$ cat src/rtl/seq_div_pkg.sv
package seq_div_pkg;
  typedef enum logic [1:0] {
    ST_IDLE = 2'd0,
    ST_RUN  = 2'd1,
    ST_FIN  = 2'd2
  } div_state_e;

  typedef enum logic [1:0] {
    WID_8  = 2'd0,
    WID_16 = 2'd1,
    WID_32 = 2'd2,
    WID_64 = 2'd3
  } div_width_e;
endpackage

$ cat src/rtl/div_operand_prep.sv
module div_operand_prep #(
  parameter int W = 64
) (
  input  logic         sgn,
  input  logic [1:0]   wsel,
  input  logic [W-1:0] dvd_hi,
  input  logic [W-1:0] dvd_lo,
  input  logic [W-1:0] divisor,
  output logic [W-1:0] mag_hi,
  output logic [W-1:0] mag_lo,
  output logic [W-1:0] mag_d,
  output logic         neg_q,
  output logic         neg_r,
  output logic         zero_div,
  output logic         early_ovf
);
  import seq_div_pkg::*;

  logic [W-1:0] mask, topb, hi, lo, d, lo_n, hi_n, d_n;
  logic         sa, sb;

  always_comb begin
    mask = {W{1'b1}} >> (W - (8 << wsel));
    topb = mask ^ (mask >> 1);
    if (wsel == WID_8) begin
      hi = W'(dvd_lo[15:8]);
      lo = W'(dvd_lo[7:0]);
    end else begin
      hi = dvd_hi & mask;
      lo = dvd_lo & mask;
    end
    d    = divisor & mask;
    sa   = sgn & (|(hi & topb));
    sb   = sgn & (|(d & topb));
    lo_n = (~lo + W'(1)) & mask;
    hi_n = (~hi + W'(lo == '0)) & mask;
    d_n  = (~d + W'(1)) & mask;
    mag_lo    = sa ? lo_n : lo;
    mag_hi    = sa ? hi_n : hi;
    mag_d     = sb ? d_n  : d;
    neg_q     = sa ^ sb;
    neg_r     = sa;
    zero_div  = (d == '0);
    early_ovf = zero_div | (mag_hi >= mag_d);
  end
endmodule

$ cat src/rtl/div_restore_step.sv
module div_restore_step #(
  parameter int W = 64
) (
  input  logic [1:0]   wsel,
  input  logic [W-1:0] r_cur,
  input  logic [W-1:0] a_cur,
  input  logic [W-1:0] d_cur,
  output logic [W-1:0] r_nx,
  output logic [W-1:0] a_nx
);
  logic [W-1:0] mask, topb, r_sh;
  logic         out_bit, in_bit, take;

  always_comb begin
    mask    = {W{1'b1}} >> (W - (8 << wsel));
    topb    = mask ^ (mask >> 1);
    out_bit = |(r_cur & topb);
    in_bit  = |(a_cur & topb);
    r_sh    = ((r_cur << 1) | W'(in_bit)) & mask;
    take    = out_bit | (r_sh >= d_cur);
    r_nx    = take ? ((r_sh - d_cur) & mask) : r_sh;
    a_nx    = ((a_cur << 1) | W'(take)) & mask;
  end
endmodule

$ cat src/rtl/div_result_fix.sv
module div_result_fix #(
  parameter int W = 64
) (
  input  logic         sgn,
  input  logic [1:0]   wsel,
  input  logic         neg_q,
  input  logic         neg_r,
  input  logic [W-1:0] q_mag,
  input  logic [W-1:0] r_mag,
  output logic [W-1:0] quot,
  output logic [W-1:0] rem,
  output logic         ovf
);
  import seq_div_pkg::*;

  logic [W-1:0] mask, topb, qs, rs;

  always_comb begin
    mask = {W{1'b1}} >> (W - (8 << wsel));
    topb = mask ^ (mask >> 1);
    qs   = (sgn && neg_q) ? ((~q_mag + W'(1)) & mask) : q_mag;
    rs   = (sgn && neg_r) ? ((~r_mag + W'(1)) & mask) : r_mag;
    if (!sgn)
      ovf = 1'b0;
    else if (neg_q)
      ovf = (q_mag > topb);
    else
      ovf = |(q_mag & topb);
    if (wsel == WID_8) begin
      quot = W'({rs[7:0], qs[7:0]});
      rem  = '0;
    end else begin
      quot = qs;
      rem  = rs;
    end
  end
endmodule

$ cat src/rtl/seq_div_top.sv
module seq_div_top #(
  parameter int W = 64
) (
  input  logic         clk,
  input  logic         rst_n,
  input  logic         start,
  input  logic         op_signed,
  input  logic [1:0]   width_sel,
  input  logic [W-1:0] dvd_hi,
  input  logic [W-1:0] dvd_lo,
  input  logic [W-1:0] divisor,
  output logic         busy,
  output logic         done,
  output logic         div_err,
  output logic [W-1:0] quot,
  output logic [W-1:0] rem
);
  import seq_div_pkg::*;

  localparam int CW = $clog2(W) + 1;

  div_state_e   st_q, st_d;
  logic [CW-1:0] cnt_q, cnt_d;
  logic [W-1:0] r_q, r_d, a_q, a_d, d_q, d_d;
  logic [1:0]   ws_q, ws_d;
  logic         sg_q, sg_d, nq_q, nq_d, nr_q, nr_d, ep_q, ep_d;
  logic         done_q, done_d, err_q, err_d;
  logic [W-1:0] quot_q, quot_d, rem_q, rem_d;

  logic [W-1:0] p_hi, p_lo, p_d;
  logic         p_nq, p_nr, p_zero, p_early;
  logic [W-1:0] s_r, s_a;
  logic [W-1:0] f_quot, f_rem;
  logic         f_ovf;
  logic         accept, res_en;

  div_operand_prep #(.W(W)) u_prep (
    .sgn(op_signed), .wsel(width_sel), .dvd_hi(dvd_hi), .dvd_lo(dvd_lo),
    .divisor(divisor), .mag_hi(p_hi), .mag_lo(p_lo), .mag_d(p_d),
    .neg_q(p_nq), .neg_r(p_nr), .zero_div(p_zero), .early_ovf(p_early)
  );

  div_restore_step #(.W(W)) u_step (
    .wsel(ws_q), .r_cur(r_q), .a_cur(a_q), .d_cur(d_q),
    .r_nx(s_r), .a_nx(s_a)
  );

  div_result_fix #(.W(W)) u_fix (
    .sgn(sg_q), .wsel(ws_q), .neg_q(nq_q), .neg_r(nr_q),
    .q_mag(a_q), .r_mag(r_q), .quot(f_quot), .rem(f_rem), .ovf(f_ovf)
  );

  assign accept = (st_q == ST_IDLE) && start;

  always_comb begin
    st_d   = st_q;
    cnt_d  = cnt_q;
    r_d    = r_q;
    a_d    = a_q;
    d_d    = d_q;
    ws_d   = ws_q;
    sg_d   = sg_q;
    nq_d   = nq_q;
    nr_d   = nr_q;
    ep_d   = ep_q;
    done_d = 1'b0;
    err_d  = err_q;
    res_en = 1'b0;
    unique case (st_q)
      ST_IDLE: begin
        if (accept) begin
          ws_d = width_sel;
          sg_d = op_signed;
          nq_d = p_nq;
          nr_d = p_nr;
          r_d  = p_hi;
          a_d  = p_lo;
          d_d  = p_d;
          ep_d = p_early;
          cnt_d = CW'((8 << width_sel) - 1);
          st_d = p_early ? ST_FIN : ST_RUN;
        end
      end
      ST_RUN: begin
        r_d = s_r;
        a_d = s_a;
        if (cnt_q == '0) st_d = ST_FIN;
        else             cnt_d = cnt_q - CW'(1);
      end
      ST_FIN: begin
        done_d = 1'b1;
        err_d  = ep_q | f_ovf;
        res_en = !(ep_q | f_ovf);
        st_d   = ST_IDLE;
      end
      default: st_d = ST_IDLE;
    endcase
    quot_d = res_en ? f_quot : quot_q;
    rem_d  = res_en ? f_rem  : rem_q;
  end

  always_ff @(posedge clk or negedge rst_n) begin
    if (!rst_n) begin
      st_q   <= ST_IDLE;
      cnt_q  <= '0;
      r_q    <= '0;
      a_q    <= '0;
      d_q    <= '0;
      ws_q   <= '0;
      sg_q   <= 1'b0;
      nq_q   <= 1'b0;
      nr_q   <= 1'b0;
      ep_q   <= 1'b0;
      done_q <= 1'b0;
      err_q  <= 1'b0;
      quot_q <= '0;
      rem_q  <= '0;
    end else begin
      st_q   <= st_d;
      cnt_q  <= cnt_d;
      r_q    <= r_d;
      a_q    <= a_d;
      d_q    <= d_d;
      ws_q   <= ws_d;
      sg_q   <= sg_d;
      nq_q   <= nq_d;
      nr_q   <= nr_d;
      ep_q   <= ep_d;
      done_q <= done_d;
      err_q  <= err_d;
      quot_q <= quot_d;
      rem_q  <= rem_d;
    end
  end

  assign busy    = (st_q != ST_IDLE);
  assign done    = done_q;
  assign div_err = err_q;
  assign quot    = quot_q;
  assign rem     = rem_q;
endmodule

$ cat config.mk
export PLATFORM = sky130hd
export DESIGN_NAME = seq_div_top
export DESIGN_NICKNAME = d
export VERILOG_FILES = /design/src/rtl/seq_div_pkg.sv /design/src/rtl/div_operand_prep.sv /design/src/rtl/div_restore_step.sv /design/src/rtl/div_result_fix.sv /design/src/rtl/seq_div_top.sv
export SDC_FILE = /design/constraint.sdc
export NUM_CORES = 1
export LEC_CHECK = 0
export ABC_AREA = 1
export ABC_CLOCK_PERIOD_IN_PS = 3680
export BUFFER_PORTS_ARGS = -buffer_cell sky130_fd_sc_hd__buf_2
export CORE_ASPECT_RATIO = 0.8
export CORE_MARGIN = 2
export CORE_UTILIZATION = 35
export DETAILED_ROUTE_END_ITERATION = 8
export MAX_ROUTING_LAYER = met4
export PLACE_DENSITY = 0.64
export SLEW_MARGIN = 5
export SYNTH_ARGS = -nofsm -noshare
export SYNTH_HDL_FRONTEND = slang
export SYNTH_SLANG_ARGS = --single-unit
$ cat constraint.sdc
create_clock -name clk -period 3.68 [get_ports clk]
set_input_delay 0.368 -clock clk [delete_from_list [all_inputs] [get_ports clk]]
set_output_delay 0.368 -clock clk [all_outputs]
set_load 0.05 [all_outputs]
Word level (Yosys, flattened, before mapping)
Index checks and enable logic that the tools add are counted.
{ "classes": {"n_eq_ne": 5, "n_bitwise": 30, "n_addsub": 10, "n_shift": 4, "reduce_logical": 20, "mux": 25, "magnitude_cmp": 3} }
{ "ops": {"columns": ["op", "n"], "rows": [
  ["$and 64x64->64", 15],
  ["$mux 64", 12],
  ["$not 64->64", 5],
  ["$add 64x1->64 const B", 4],
  ["$pmux 64 s2", 2],
  ["$reduce_or 64->1", 4],
  ["$ge 64x64->1", 2],
  ["$logic_not 64->1", 2],
  ["$or 64x1->64", 2],
  ["$shr 64x32->64 const A", 2],
  ["$xor 64x63->64", 2],
  ["$add 64x1->64", 1],
  ["$gt 64x64->1", 1],
  ["$shl 4x2->32 const A", 2],
  ["$sub 64x64->64", 1],
  ["$sub 8x32->32 const A", 2],
  ["$mux 7", 2],
  ["$pmux 7 s2", 1],
  ["$logic_not 7->1", 1],
  ["$sub 7x1->7 const B", 1],
  ["$sub 7x2->7 const B", 1],
  ["$logic_not 2->1", 3],
  ["$mux 2", 3],
  ["$ne 2x2->1 const B", 3],
  ["12 further kinds", 23]
]} }
{ "word_totals": {"elab_cells": 111, "output_inout_bits": 131, "regBits": 337} }

Depth between registers and ports, before layout
{ "depth": {"ltp_word": 14, "mapped_depth": 36} }

By module
From an unflattened synthesis, not the netlist that was laid out.
{ "hier_totals": {"cells_unflattened": 6743, "area_unflattened_um2": 37577.3} }
{ "modules_own_cells": {"columns": ["mod", "cells_each", "area_each_um2", "n_inst", "seq_area_each_um2"], "rows": [
  ["seq_div_top", 1618, 14019.7, 1, 8433.1],
  ["div_operand_prep", 2242, 10645.2, 1, 0.0],
  ["div_restore_step", 1794, 7946.4, 1, 0.0],
  ["div_result_fix", 1089, 4966.0, 1, 0.0]
]} }

Worst setup path after synthesis
OpenSTA, ideal clock, no wires.
{ "synth_path": {"path_type": "input port to flip-flop", "startpoint": "input port width_sel[1]", "endpoint": "register st_q[0]", "stages": 33, "arrival_ns": 4.340, "n_path_buf": 3, "slack_ns": -0.794, "path_cell_list": "buf_4 -> nand2_2 -> inv_2 -> buf_6 -> buf_6 -> o21ai_1 -> nand2_1 -> nor2_1 -> nand3_1 -> nor3_4 -> nand3_1 -> nor2_1 -> ha_1 -> ha_1 -> nand2_2 -> nor2_4 -> nand2_1 -> nor2_4 -> nand2_1 -> nand2_2 -> nand2_1 -> or2_1 -> and3_1 -> ha_1 -> nand2_1 -> inv_1 -> nand3_1 -> nor3_1 -> nand2_1 -> nor2_1 -> nand4_1 -> nand4_1 -> o21ai_0"} }
{ "synth_via": {"elab_chain_len": 14, "word_cells_on_any_way": 31, "classes_between": "add/sub: 3; order compare: 1; shift: 2; mux: 7; bitwise: 13; reduce/logical: 5"} }
{ "synth_rtl": {"columns": ["element", "line", "text"], "rows": [
  ["start, declared", "seq_div_top.sv:8", "input logic [1:0] width_sel,"],
  ["$shl 4x2->32", null, null],
  ["$sub 8x32->32", "div_operand_prep.sv:23", "mask = {W{1'b1}} >> (W - (8 << wsel));"],
  ["$shr 64x32->64", "div_operand_prep.sv:23", null],
  ["$and 64x64->64, on equally long branches", "div_operand_prep.sv:30, div_operand_prep.sv:29", null],
  ["$mux 64", "div_operand_prep.sv:25", "if (wsel == WID_8) begin"],
  ["$logic_not 64->1, or another cell as far along", "div_operand_prep.sv:36", "hi_n = (~hi + W'(lo == '0)) & mask;"],
  ["$add 64x1->64 / $reduce_or 64->1 (equally long branches)", "div_operand_prep.sv:36, div_operand_prep.sv:33", null],
  ["$and 64x64->64 / $and 1x1->1 (equally long branches)", "div_operand_prep.sv:36, div_operand_prep.sv:33", null],
  ["$mux 64", "div_operand_prep.sv:39", "mag_hi = sa ? hi_n : hi;"],
  ["$ge 64x64->1", "div_operand_prep.sv:44", "early_ovf = zero_div | (mag_hi >= mag_d);"],
  ["$or 1x1->1 (*)", "div_operand_prep.sv:44", null],
  ["$mux 2 (*)", "seq_div_top.sv:81", "st_d = p_early ? ST_FIN : ST_RUN;"],
  ["$mux 2 (*)", "seq_div_top.sv:71", "if (accept) begin"],
  ["$pmux 2 s2 (*)", "seq_div_top.sv:69", "unique case (st_q)"],
  ["end signal, assigned", "seq_div_top.sv:119", "st_q <= st_d;"],
  ["end, declared", "seq_div_top.sv:22", "div_state_e st_q, st_d;"]
]} }
Every way passes the cells marked *; elsewhere a longest branch is shown, timed or not. The select of a mux whose other input is x is not followed.
A chain may end at the register's enable or synchronous reset.

Final worst setup path
{ "layout_path": {"startpoint": "input port width_sel[0]", "endpoint": "register st_q[1]"} }
Same word-level chain as after synthesis.

==> run_results.csv <==
group,metric,value,unit
run_status,status,"complete, but fails checks",
run_status,violations,"setup timing",
critical_path,start_kind,"input port",
clocking,clock_sinks,337,
hold_path,hold_depth,5,
global_route,grt_max_degree,169,
placement,detailed_place_hpwl,171,mm
placement,dp_cells,8818,
sta,fmax,253,MHz
critical_path,slowest_stage,"nor3_4",
critical_path,crit_path_max_incr_delay,270,ps
die,initial_utilization,35.4,%
cells_and_area,areaGrowthSynthToFinish,34.8,%
clocking,cts-root-buf,"clkbuf_16",
logic_synthesis,synth-simple-area-share,43.3,%
route,viasPerCell,5.34,
logic_synthesis,synth_top_area_cell,"dfrtp_1",
logic_synthesis,yosysMostFrequentCell,"nand2_1",
placement,portBuffers,328,
sta,finalMaxSlewViolations,0,
logic_synthesis,synthDistinctLibCells,59,
cells_and_area,final_cells,8959,
logic_synthesis,synth.area.mux_share,0,%
route,dr.pass1.iters,8,
pwr,finalPower,0.0458,W
clocking,cts_tree,"yes",
sta,finalSetupViolCount,3,
clocking,cts_buffers,41,
logic_synthesis,netlist_top_cells_count,"nand2_1 (2010), inv_1 (900), nor2_1 (760), nand3_1 (592), o21ai_0 (354)",
pwr,power.leakage,26.7,nW
critical_path,cp_max_fo,11,
die,die_h,292,um
global_route,antenna_found_initial,9,
sta,hold_violations,0,
cells_and_area,nets,7872,
clocking,clock_latency,600,ps
critical_path,cp.arrival,4450,ps
logic_synthesis,synth-adder-area-share,5.05,%
logic_synthesis,synth_top_area_share,23.2,%
route,wl_per_cell,23.0,um
critical_path,r2r_cells,19,
hold_path,hold_end,"a_q[28]",
clocking,ctsLongestPathBuffers,3,
sta,final.min_clock_period,3950,ps
die,pin_count,329,
critical_path,end_kind,"flop",
placement,dp_slack,-1250,ps
sta,post-route-period-util,107,%
logic_synthesis,synth_flop_cell,"dfrtp_1",
critical_path,rr_startpoint,"ws_q[0]",
route,postRouteAntennaNets,0,
critical_path,critPathKind,"input port to flop",
sta,skew,48.0,ps
logic_synthesis,ys_seq_area_share,23.2,%
critical_path,r2r_slack,70,ps
logic_synthesis,async_reset_ff_share,100,%
route,drcViolationCount,0,
critical_path,crit_path_frequent_cell,"nor2_4",
logic_synthesis,synthesis.nets,6703,
critical_path,r2r_end,"r_q[57]",
pwr,powerDensity,934,mW/mm^2
sta,tns,-759,ps
cells_and_area,final_core_util,47.7,%
sta,rsz0062_at_grt,"true",
global_route,grt_overflow_total,0,
logic_synthesis,synth-compound-area-share,13.5,%
sta,slew-limit-headroom,27.7,%
logic_synthesis,synth_area_leaders,"dfrtp_1 (23%), nand2_1 (21%), inv_1 (9.3%), nand3_1 (8.2%), nor2_1 (7.8%)",
cells_and_area,drive_above_1_share,22.1,%
logic_synthesis,synth_xor_area_share,2.58,%
placement,gp_congestion,1.10,
job,maxCapViolCount,0,
global_route,grt_pass1_vias,43600,
logic_synthesis,syn_area_per_cell,5.72,um^2
route,wirelength,206,mm
logic_synthesis,synth_area,0.0363,mm^2
sta,worst_pin_slew,1080,ps
pwr,ir_drop,0.884,mV
logic_synthesis,synth_top_family_by_area,"simple AND/OR/NAND/NOR gates",
logic_synthesis,postSynthCellCount,6359,
critical_path,worstPathRequired,4180,ps
die,die_area,0.106,mm^2
logic_synthesis,synth_edf_count,0,
global_route,track_usage,38.6,%
logic_synthesis,yosysWarnings,0,
global_route,grt_first_pass_wirelength,294,mm
route,num_vias,47900,
clocking,clk_pin_slew_worst_paths,60,ps
die,fp-row-count,105,
die,die_x,364,um
hold_path,min_from,"dvd_lo[28]",
hold_path,hold_path.class,"input port to flop",
die,core,0.103,mm^2
route,drt-initial-drc-count,6383,
logic_synthesis,synth_seq_cells,337,
sta,fin_ws,-271,ps
clocking,htreeDepth,2,
## placed cells by master (no fill, tap or decap), drive strengths merged, types with 10 or more instances in the layout
master | synthesis | final
a21boi | 33 | 33
nand3 | 594 | 594
ha | 145 | 145
nand3b | 43 | 43
dfrtp | 337 | 337
and3 | 15 | 15
clkbuf | 120 | 55
o21bai | 24 | 24
nor3 | 80 | 80
nand4 | 141 | 141
xor2 | 101 | 101
buf | 111 | 1354
a22oi | 49 | 49
a21oi | 288 | 288
nor2 | 786 | 786
o21ai | 439 | 439
nor4 | 12 | 12
o211ai | 10 | 10
nand2 | 2027 | 2027
or2 | 21 | 21
inv | 907 | 905
clkinv | 4 | 15
## per-stage QoR
stage          hold slack (ps)  area, um^2
2_1_floorplan             72.4       36400
5_1_grt                    218       49000
3_3_place_gp               449       46300
6_report                   218       49000
4_1_cts                    170       48300
3_5_place_dp               453       46300
## what timing repair did
action | CTS | global route
gates resized for setup | 65 | 157
pin swaps | 15 | 58
hold buffers | 1 | 0
setup endpoints to repair | 68 | 93
endpoints found under the hold margin | 85 | 0
cloned | 2 | 3
buffers inserted | 37 | 17
## registers in the layout, summed over array words and instances (netlist names)
name and cells:
a_q 64, d_q 64, quot 64, r_q 64, rem 64, cnt_q 7, st_q 2, ws_q 2
div_err 1, done 1, ep_q 1, nq_q 1, nr_q 1, sg_q 1
## how the worst max path moves through the flow
stage / startpoint / endpoint / slack (ps) / depth (start not counted)
after floorplan: width_sel[1] / st_q[1] / -540 / 33
after global placement: width_sel[1] / st_q[1] / -1160 / 33
after detailed placement: dvd_lo[1] / st_q[0] / -1250 / 31
after CTS: dvd_lo[1] / st_q[0] / -400 / 31
after global routing: dvd_lo[0] / st_q[0] / -490 / 31
final: width_sel[0] / st_q[1] / -270 / 31
## kinds of logic after synthesis
group,after synthesis
buffers and inverters,1142
DFF,337
and+or+nand+nor,3733
xor gates and xnor gates,107
adders and majority gates,146
AOI/OAI and AO/OA,894
## worst max-delay path: cells and delay by family
kind	cells	cell delay (ps)
compound gates	3	490
fa+ha+maj	3	580
buf+inv	5	530
simple gates	20	2460
## cell type report
cell class	instances	area, um^2
Fill cell	11100	53700
Multi-Input combinational cell	4880	24200
Timing Repair Buffer	1357	9700
Sequential cell	337	8440
Inverter	911	3440
Tap cell	1391	1740
Clock buffer	53	1170
Clock inverter	22	330
Antenna cell	8	20.0
## where the power goes
part,total (W),leakage (nW),internal (W),switching (W)
Combinational,0.0341,21.6,0.0109,0.0232
Clock,0.00459,0.723,0.00276,0.00183
Sequential,0.00709,4.32,0.00538,0.00171
## per-layer routing
| layer | wire length (um) | GRT usage, % | vias to the layer above |
|---|---|---|---|
| li1 | - | - | 22700 |
| met4 | 5360 | 8.31 | 0 |
| met3 | 25400 | 10.5 | 260 |
| met2 | 81000 | 52.5 | 2527 |
| met5 | 0 | - | - |
| met1 | 94300 | 56.1 | 22400 |
Power figures use the tool's default switching activity.
